$ cat src/rtl/hb_gate_pkg.sv
package hb_gate_pkg;
    typedef enum logic [1:0] {
        PH_IDLE   = 2'd0,
        PH_CHARGE = 2'd1,
        PH_RUN    = 2'd2
    } phase_e;
endpackage

$ cat src/rtl/hb_cfg_check.sv
module hb_cfg_check #(
    parameter int CNT_W      = 10,
    parameter int DT_W       = 3,
    parameter int DT_MIN     = 3,
    parameter int DT_MAX     = 6,
    parameter int MIN_PERIOD = 16,
    parameter int MAX_PERIOD = 500,
    parameter int CAP_NUM    = 95,
    parameter int CAP_DEN    = 100
) (
    input  logic [CNT_W-1:0] period_i,
    input  logic [CNT_W-1:0] duty_i,
    input  logic [DT_W-1:0]  dead_i,
    output logic             per_ok_o,
    output logic [CNT_W-1:0] duty_cap_o,
    output logic [DT_W-1:0]  dead_eff_o
);
    localparam int PROD_W = CNT_W + $clog2(CAP_NUM + 1);

    logic [PROD_W-1:0] prod;
    logic [PROD_W-1:0] limit;

    always_comb begin
        per_ok_o = (period_i >= CNT_W'(MIN_PERIOD)) && (period_i <= CNT_W'(MAX_PERIOD));
        // upper on-interval limit: floor(period * num / den)
        prod  = PROD_W'(period_i) * PROD_W'(CAP_NUM);
        limit = prod / PROD_W'(CAP_DEN);
        if (PROD_W'(duty_i) > limit) duty_cap_o = CNT_W'(limit);
        else                         duty_cap_o = duty_i;
        if (dead_i < DT_W'(DT_MIN))      dead_eff_o = DT_W'(DT_MIN);
        else if (dead_i > DT_W'(DT_MAX)) dead_eff_o = DT_W'(DT_MAX);
        else                             dead_eff_o = dead_i;
    end
endmodule

$ cat src/rtl/hb_phase_ctl.sv
module hb_phase_ctl
    import hb_gate_pkg::*;
#(
    parameter int CNT_W         = 10,
    parameter int DT_W          = 3,
    parameter int PRECHARGE_CYC = 500
) (
    input  logic             clk,
    input  logic             rst_n,
    input  logic             en_i,
    input  logic             per_ok_i,
    input  logic [CNT_W-1:0] per_in_i,
    input  logic [CNT_W-1:0] duty_in_i,
    input  logic [DT_W-1:0]  dead_in_i,
    input  logic             lo_gate_i,
    output logic             top_req_o,
    output logic             bot_req_o,
    output logic [DT_W-1:0]  dead_o,
    output logic             reject_o
);
    localparam int PRE_W = $clog2(PRECHARGE_CYC + 1);
    // the lower gate register adds one cycle, so leave the phase one early
    localparam logic [PRE_W-1:0] PRE_LAST = PRE_W'(PRECHARGE_CYC - 2);

    typedef struct packed {
        phase_e           ph;
        logic [CNT_W-1:0] cnt;
        logic [CNT_W-1:0] per;
        logic [CNT_W-1:0] duty;
        logic [DT_W-1:0]  dead;
        logic [PRE_W-1:0] pre;
    } ctl_t;

    ctl_t ctl_d, ctl_q;

    always_comb begin
        ctl_d    = ctl_q;
        reject_o = 1'b0;
        unique case (ctl_q.ph)
            PH_IDLE: begin
                ctl_d.cnt = '0;
                ctl_d.pre = '0;
                if (per_ok_i) begin
                    ctl_d.ph   = PH_CHARGE;
                    ctl_d.per  = per_in_i;
                    ctl_d.duty = duty_in_i;
                    ctl_d.dead = dead_in_i;
                end else begin
                    reject_o = 1'b1;
                end
            end
            PH_CHARGE: begin
                if (lo_gate_i) begin
                    if (ctl_q.pre == PRE_LAST) begin
                        ctl_d.ph  = PH_RUN;
                        ctl_d.cnt = '0;
                    end else begin
                        ctl_d.pre = ctl_q.pre + 1'b1;
                    end
                end
            end
            PH_RUN: begin
                if (ctl_q.cnt == ctl_q.per - CNT_W'(1)) begin
                    ctl_d.cnt = '0;
                    if (per_ok_i) begin
                        ctl_d.per  = per_in_i;
                        ctl_d.duty = duty_in_i;
                        ctl_d.dead = dead_in_i;
                    end else begin
                        reject_o = 1'b1;
                        ctl_d.ph = PH_IDLE;
                    end
                end else begin
                    ctl_d.cnt = ctl_q.cnt + 1'b1;
                end
            end
            default: ctl_d.ph = PH_IDLE;
        endcase
        if (!en_i) begin
            ctl_d.ph = PH_IDLE;
            reject_o = 1'b0;
        end
    end

    always_ff @(posedge clk or negedge rst_n) begin
        if (!rst_n) begin
            ctl_q <= '{ph: PH_IDLE, default: '0};
        end else begin
            ctl_q <= ctl_d;
        end
    end

    assign top_req_o = (ctl_q.ph == PH_RUN) && (ctl_q.cnt < ctl_q.duty);
    assign bot_req_o = (ctl_q.ph == PH_CHARGE) ||
                       ((ctl_q.ph == PH_RUN) && !(ctl_q.cnt < ctl_q.duty));
    assign dead_o    = ctl_q.dead;
endmodule

$ cat src/rtl/hb_dead_gate.sv
module hb_dead_gate #(
    parameter int DT_W = 3
) (
    input  logic            clk,
    input  logic            rst_n,
    input  logic            kill_i,
    input  logic            top_req_i,
    input  logic            bot_req_i,
    input  logic [DT_W-1:0] dead_i,
    output logic            hi_o,
    output logic            lo_o,
    output logic            lock_o
);
    typedef struct packed {
        logic            hi;
        logic            lo;
        logic [DT_W-1:0] gap;
    } gate_t;

    gate_t gate_d, gate_q;
    logic  gap_done;

    always_comb begin
        gate_d   = gate_q;
        gap_done = (gate_q.gap >= dead_i);
        lock_o   = 1'b0;
        if (kill_i) begin
            gate_d.hi = 1'b0;
            gate_d.lo = 1'b0;
        end else if (top_req_i && bot_req_i) begin
            gate_d.hi = 1'b0;
            gate_d.lo = 1'b0;
            lock_o    = 1'b1;
        end else begin
            gate_d.hi = top_req_i && (gate_q.hi || (!gate_q.lo && gap_done));
            gate_d.lo = bot_req_i && (gate_q.lo || (!gate_q.hi && gap_done));
        end
        // cycles both gates have spent low, saturating
        if (gate_d.hi || gate_d.lo)  gate_d.gap = '0;
        else if (gate_q.gap != '1)   gate_d.gap = gate_q.gap + 1'b1;
    end

    always_ff @(posedge clk or negedge rst_n) begin
        if (!rst_n) begin
            gate_q <= '0;
        end else begin
            gate_q <= gate_d;
        end
    end

    assign hi_o = gate_q.hi;
    assign lo_o = gate_q.lo;
endmodule

$ cat src/rtl/hb_gate_seq.sv
module hb_gate_seq #(
    parameter int CNT_W         = 10,
    parameter int DT_W          = 3,
    parameter int DT_MIN        = 3,
    parameter int DT_MAX        = 6,
    parameter int MIN_PERIOD    = 16,
    parameter int MAX_PERIOD    = 500,
    parameter int PRECHARGE_CYC = 500,
    parameter int CAP_NUM       = 95,
    parameter int CAP_DEN       = 100
) (
    input  logic             clk,
    input  logic             rst_n,
    input  logic [CNT_W-1:0] period_i,
    input  logic [CNT_W-1:0] duty_i,
    input  logic [DT_W-1:0]  dead_i,
    input  logic             bias_ok_i,
    input  logic             halt_i,
    input  logic             halt_n_i,
    output logic             gate_hi_o,
    output logic             gate_lo_o,
    output logic             fault_o
);
    logic             en;
    logic             per_ok;
    logic [CNT_W-1:0] duty_cap;
    logic [DT_W-1:0]  dead_eff;
    logic             top_req;
    logic             bot_req;
    logic [DT_W-1:0]  dead_cur;
    logic             reject;
    logic             lock;
    logic             fault_d, fault_q;

    assign en = bias_ok_i && !halt_i && halt_n_i;

    hb_cfg_check #(
        .CNT_W(CNT_W), .DT_W(DT_W), .DT_MIN(DT_MIN), .DT_MAX(DT_MAX),
        .MIN_PERIOD(MIN_PERIOD), .MAX_PERIOD(MAX_PERIOD),
        .CAP_NUM(CAP_NUM), .CAP_DEN(CAP_DEN)
    ) u_cfg (
        .period_i  (period_i),
        .duty_i    (duty_i),
        .dead_i    (dead_i),
        .per_ok_o  (per_ok),
        .duty_cap_o(duty_cap),
        .dead_eff_o(dead_eff)
    );

    hb_phase_ctl #(
        .CNT_W(CNT_W), .DT_W(DT_W), .PRECHARGE_CYC(PRECHARGE_CYC)
    ) u_phase (
        .clk      (clk),
        .rst_n    (rst_n),
        .en_i     (en),
        .per_ok_i (per_ok),
        .per_in_i (period_i),
        .duty_in_i(duty_cap),
        .dead_in_i(dead_eff),
        .lo_gate_i(gate_lo_o),
        .top_req_o(top_req),
        .bot_req_o(bot_req),
        .dead_o   (dead_cur),
        .reject_o (reject)
    );

    hb_dead_gate #(
        .DT_W(DT_W)
    ) u_gate (
        .clk      (clk),
        .rst_n    (rst_n),
        .kill_i   (!en),
        .top_req_i(top_req),
        .bot_req_i(bot_req),
        .dead_i   (dead_cur),
        .hi_o     (gate_hi_o),
        .lo_o     (gate_lo_o),
        .lock_o   (lock)
    );

    always_comb begin
        fault_d = fault_q || reject || lock;
    end

    always_ff @(posedge clk or negedge rst_n) begin
        if (!rst_n) begin
            fault_q <= 1'b0;
        end else begin
            fault_q <= fault_d;
        end
    end

    assign fault_o = fault_q;
endmodule

$ cat config.mk
export PLATFORM = sky130hd
export DESIGN_NAME = hb_gate_seq
export DESIGN_NICKNAME = d
export VERILOG_FILES = /design/src/rtl/hb_gate_pkg.sv /design/src/rtl/hb_cfg_check.sv /design/src/rtl/hb_phase_ctl.sv /design/src/rtl/hb_dead_gate.sv /design/src/rtl/hb_gate_seq.sv
export SDC_FILE = /design/constraint.sdc
export NUM_CORES = 1
export LEC_CHECK = 0
export ABC_AREA = 1
export BUFFER_PORTS_ARGS = -buffer_cell sky130_fd_sc_hd__buf_2
export CAP_MARGIN = 20
export CORE_MARGIN = 2
export CORE_UTILIZATION = 35
export CTS_BUF_LIST = sky130_fd_sc_hd__clkbuf_8
export DETAILED_ROUTE_END_ITERATION = 8
export GPL_TIMING_DRIVEN = 1
export MAX_ROUTING_LAYER = met4
export PLACE_DENSITY = 0.49
export SLEW_MARGIN = 30
export SYNTH_ARGS = -nofsm -noshare
export SYNTH_HDL_FRONTEND = slang
export SYNTH_HIERARCHICAL = 1
export SYNTH_SLANG_ARGS = --single-unit
$ cat constraint.sdc
create_clock -name clk -period 1.79 [get_ports clk]
set_input_delay 0.358 -clock clk [delete_from_list [all_inputs] [get_ports clk]]
set_output_delay 0.358 -clock clk [all_outputs]
set_load 0.01 [all_outputs]
Word level (Yosys, flattened, before mapping)
Index checks and enable logic that the tools add are counted.
- $add $sub $neg: 4
- multipliers: 1
- divide/modulo/power cells: 1
- order comparisons: 7
- eq/ne operators: 14
- mux-type cells: 28
- reductions and logical operators: 29
- operators with widths (cell ; count):
    2-to-1 mux 23 bit ; 2
    one-hot mux 23 bit (2 select lines) ; 1
    one-hot mux 10 bit (3 select lines) ; 1
    2-to-1 mux 12 bit ; 2
    2-to-1 mux 10 bit ; 2
    2-to-1 mux 9 bit ; 2
    one-hot mux 9 bit (2 select lines) ; 1
    divider 17 x 7 -> 17 bit (second input constant) ; 1
    greater-than comparator 10 x 17 -> 1 bit ; 1
    multiplier 10 x 7 -> 17 bit (second input constant) ; 1
    != test 3 bit (second input constant) ; 5
    2-to-1 mux 2 bit ; 6
    2-to-1 mux 3 bit ; 4
    adder 10 x 1 -> 10 bit (second input constant) ; 1
    == test 10 bit ; 1
    greater-or-equal comparator 10 x 5 -> 1 bit (second input constant) ; 1
    less-or-equal comparator 10 x 9 -> 1 bit (second input constant) ; 1
    logical AND 1 bit ; 10
    less-than comparator 10 bit ; 1
    subtractor 10 x 1 -> 10 bit (second input constant) ; 1
    adder 9 x 1 -> 9 bit (second input constant) ; 1
    == test 9 bit (second input constant) ; 1
    logical OR 1 bit ; 6
    != test 2 x 1 -> 1 bit (second input constant) ; 3
    other kinds (18) ; 28
- bits in registers: 50
- input port bits: 28
- output and inout port bits: 3
- word-level logic and storage cells: 94

Depth between registers and ports, before layout
- word-level depth: 9
- depth in mapped cells: 85

Cells and area by module
Netlist, hierarchy kept.
- modules (own cells, without submodules) (module ; instances ; cells an instance ; area an instance (um^2)):
    hb_cfg_check ; 1 ; 665 ; 4190.3
    hb_phase_ctl ; 1 ; 375 ; 2763.9
    hb_dead_gate ; 1 ; 44 ; 342.8
    hb_gate_seq ; 1 ; 8 ; 55.1

Worst setup path before layout
No wires, ideal clock.
- path type: input to register
- from: input port period_i[4]
- to: register u_phase/ctl_q[13] in the netlist's numbering
- data arrival time: 9121 ps
- data required time: 1673 ps
- path slack: -7448 ps
- stages: 74
- buffers on the path: 1
- cells stage by stage: fa_1 -> inv_1 -> fa_1 -> inv_1 -> fa_1 -> inv_1 -> fa_1 -> inv_1 -> ha_1 -> nand2_1 -> inv_1 -> nand2_1 -> nand3_2 -> nand2_1 -> nand2_1 -> nand2_1 -> nand2_1 -> o21ai_4 -> [38 not listed] -> nor2_1 -> nand2_1 -> nand2_1 -> ha_1 -> o21a_1 -> o21ai_0 -> a21oi_1 -> nor2_1 -> nor2_1 -> o21ai_0 -> a21oi_1 -> a311oi_1 -> clkinv_1 -> clkbuf_1 -> nand2_1 -> o21ai_0 -> nand3_1 -> nand2_1
- cells in the longest elaborated chain, start to end: 7
- elaborated cells between the ends (all ways): 10
- those cells by class: mul (1); div (1); order compare (3); mux (4); reduce/logical (1)
- ends and longest elaborated chain (element ; line ; RTL):
    start, declared ; hb_gate_seq.sv:14 ; input logic [CNT_W-1:0] period_i,
    multiplier 10 x 7 -> 17 bit * ; hb_cfg_check.sv:26 ; prod = PROD_W'(period_i) * PROD_W'(CAP_NUM);
    divider 17 x 7 -> 17 bit * ; hb_cfg_check.sv:27 ; limit = prod / PROD_W'(CAP_DEN);
    greater-than comparator 10 x 17 -> 1 bit ; hb_cfg_check.sv:28 ; if (PROD_W'(duty_i) > limit) duty_cap_o = CNT_W'(limit);
    2-to-1 mux 10 bit * ; hb_cfg_check.sv:28 ;
    named net duty_cap[1] ; hb_gate_seq.sv:26 ; logic [CNT_W-1:0] duty_cap;
    2-to-1 mux 23 bit * ; hb_phase_ctl.sv:43, hb_phase_ctl.sv:65 ;
    2-to-1 mux 23 bit ; hb_phase_ctl.sv:63 ; if (ctl_q.cnt == ctl_q.per - CNT_W'(1)) begin
    one-hot mux 23 bit (2 select lines) * ; hb_phase_ctl.sv:39 ; unique case (ctl_q.ph)
    end signal, assigned ; hb_phase_ctl.sv:89 ; ctl_q <= ctl_d;
    end, declared ; hb_phase_ctl.sv:34 ; ctl_t ctl_d, ctl_q;
The timed path passes the listed nets; every way through them passes the cells marked *. The select of a mux whose other input is x is not followed.
A chain may end at the register's enable or synchronous reset.

Worst setup path in the final report
- from: input port period_i[6]
- to: register u_phase/ctl_q[18] in the netlist's numbering
Same word-level chain as after synthesis.

==> results.sh <==
export IMPL_outcome="finished with violations"
export IMPL_violations="negative setup slack"
export IMPL_timing_rr_start="u_phase/ctl_q[23]"
export IMPL_rrSetupSlack_ns=-0.21
export IMPL_finalCritPeriodShare_pct=523
export IMPL_maxCapViolations=0
export IMPL_avgSynthCellArea_um2=6.73
export IMPL_wl_per_cell_um=12.0
export IMPL_path_clk_slew_ns=0.10
export IMPL_reg2reg_to="u_phase/ctl_q[22]"
export IMPL_nFillCells=2033
export IMPL_fp_dieArea_um2=22200
export IMPL_setup_ws_ns=-7.57
export IMPL_coreArea_um2=20800
export IMPL_layout_drive_gt1_share_pct=41.1
export IMPL_grt_max_degree=29
export IMPL_cts_buffers=5
export IMPL_cts_tree="built"
export IMPL_cts_root_buf="clkbuf_8"
export IMPL_wl_mm=19.5
export IMPL_final_area_um2=10800
export IMPL_synth_edf_count=0
export IMPL_syn_area_um2=7350
export IMPL_ys_flop_type="dfrtp_1"
export IMPL_dpl_cell_area_um2=9400
export IMPL_clock_skew_ns=0.00725
export IMPL_period_needed_ns=9.36
export IMPL_start_kind="input pin"
export IMPL_synthMuxAreaShare_pct=0.272
export IMPL_synth_top_area_cell="dfrtp_1"
export IMPL_ff2ff_path_depth=13
export IMPL_min_to="u_phase/dead_o[2]"
export IMPL_yosys_area_share_simple_pct=39.0
export IMPL_grt_pass1_wl_mm=32.9
export IMPL_synth_cells=1092
export IMPL_seq_area_frac_synth_pct=17.0
export IMPL_clk_path_buf_depth=2
export IMPL_synth_cell_types=53
export IMPL_worstPathRequired_ns=2.01
export IMPL_htreeDepth=2
export IMPL_synth_top_area_share_pct=17.0
export IMPL_fp_dieH_um=149
export IMPL_grt_pass1_vias=7198
export IMPL_end_kind="register"
export IMPL_crit_fanout=7
export IMPL_final_hold_violation_count=0
export IMPL_setup_viol=41
export IMPL_ant_nets=0
export IMPL_rsz0062_at_grt="true"
export IMPL_hpwlAfterDp_mm=15.4
export IMPL_synth_xor_area_share_pct=3.44
export IMPL_rows=53
export IMPL_drtPass1Iterations=4
export IMPL_netlist_top_cells_area="dfrtp_1 17%, nand2_1 16%, ha_1 14%"
export IMPL_timing_worst_setup_path_type="in2reg"
export IMPL_nets=1483
export IMPL_max_freq_mhz=107
export IMPL_ys_ff_latch=50
export IMPL_worstMarginPinSlew_ns=0.420
export IMPL_synth_top_family_by_area="simple AND/OR/NAND/NOR gates"
export IMPL_gr_total_overflow=0
export IMPL_clock_sinks=50
export IMPL_maxSlewViolCount=0
export IMPL_maxSlewHeadroom_pct=71.8
export IMPL_hold_depth=3
export IMPL_min_delay_start="dead_i[2]"
export IMPL_cp_slowest_cell="fa_1"
export IMPL_crit_arrival_ns=9.58
export IMPL_hold_path_class="in2reg"
export IMPL_initial_utilization_pct=35.3
export IMPL_async_flop_share_pct=100
export IMPL_critPathMaxStageDelay_ns=0.55
export IMPL_syn2layout_area_growth_pct=47.5
export IMPL_vias=7417
export IMPL_dp_cells=1570
export IMPL_drc_errors=0
export IMPL_mostFrequentLayoutCells="236 x nand2_1, 206 x buf_4, 161 x inv_1, 80 x nand3_1"
export IMPL_viasPerCell=4.57
export IMPL_place_congestion=0.856
export IMPL_portBuffers=30
export IMPL_synth_compound_area_share_pct=6.81
export IMPL_boundaryPins=31
export IMPL_fin_util_pct=52.1
export IMPL_synth_nets=1230
export IMPL_worstSkewPairLatency_ns=0.31
export IMPL_fin_cells=1624
export IMPL_antenna_found_initial=3
export IMPL_cpMostUsedCell="nand2_4"
export IMPL_drtIter0Drc=223
export IMPL_die_w_um=149
export IMPL_synthAdderAreaFrac_pct=21.8
export IMPL_grt_use_total_pct=18.3
export IMPL_layout_commonest_cell="nand2_1"
export IMPL_synth_warnings=6
==> registers in the layout, indices dropped and copies added, names as in the netlist <==
signal          cells
u_gate/gate_q       3
u_phase/ctl_q      41
u_phase/dead_o      3
u_gate/hi_o         1
fault_o             1
u_gate/lo_o         1
==> through the flow <==
step                setup TNS (ns)  hold WS, ns  setup slack (ns)
floorplan                   -72.38       0.0624             -7.20
global placement            -90.78        0.265             -7.85
finish                      -79.28        0.301             -7.57
CTS                         -78.20        0.297             -7.44
global route                -89.56        0.297             -8.22
detailed placement          -93.22        0.267             -8.05
==> cells in the mapped netlist, types with 7 or more instances <==
master / number
a21oi_1: 22
dfrtp_1: 50
fa_1: 30
ha_1: 80
inv_1: 174
inv_2: 27
nand2_1: 316
nand2_2: 33
nand2_4: 15
nand3_1: 108
nand3_2: 9
nand4_1: 21
nor2_1: 59
nor2_2: 9
nor3_1: 8
o21ai_0: 32
o21ai_1: 7
xnor2_1: 8
xor2_1: 19
==> logic make-up (layout without fill, tap and decap cells) <==
logic type,after synthesis,in the layout
flip-flops,50,50
multiplexers,2,2
adder cells (fa/ha/maj),110,110
buffers and inverters,220,471
XOR/XNOR,28,28
other,0,3
AO/OA/AOI/OAI,85,85
AND/OR/NAND/NOR,597,600
==> metal layers <==
metal  vias up  part of all wire, %  global-route usage [%]
li1       3975                    -                       -
met1      3378                   46                    22.8
met2        49                   51                    32.6
met3        15                  1.6                    1.68
met4         0                  1.6                    3.38
met5         -                    0                       -
==> what timing repair did <==
| item | CTS | global route |
|---|---|---|
| hold endpoints to repair | 8 | 0 |
| cloned | 5 | 1 |
| pin swaps | 65 | 57 |
| hold buffers | 1 | 0 |
| buffers inserted | 25 | 13 |
| endpoints found under the setup margin | 39 | 43 |
| resized for setup | 130 | 118 |
==> worst max path at each step <==
| stage | start | endpoint | slack [ns] | cells past startpoint |
|---|---|---|---|---|
| 3_5_place_dp | period_i[4] | u_phase/ctl_q[18] | -8.05 | 81 |
| 4_1_cts | period_i[4] | u_phase/ctl_q[21] | -7.44 | 81 |
| 5_1_grt | period_i[4] | u_phase/ctl_q[19] | -8.22 | 78 |
| 3_3_place_gp | period_i[4] | u_phase/ctl_q[18] | -7.85 | 81 |
| 6_report | period_i[6] | u_phase/ctl_q[18] | -7.57 | 74 |
| 2_1_floorplan | period_i[4] | u_phase/ctl_q[14] | -7.20 | 81 |
==> area by class of cell <==
class	count	area (um^2)	share of cell area, %
clock buffer	6	82.6	0.761
inverter	207	797	7.35
multi-input combinational	825	6280	57.9
timing repair buffer	256	2040	18.8
antenna	3	7.51	0.0692
clock inverter	2	38.8	0.358
sequential	50	1250	11.6
tap	275	344	3.17
==> critical path: cells and delay by family <==
kind,cells,cell delay [ns]
simple gates,53,4.72
compound gates,7,0.99
buf+inv,8,0.93
fa+ha+maj,6,2.54
Power is left out: the tool's default activity adds up to more than one toggle a clock period on the data nets, which glitch-free logic cannot reach.
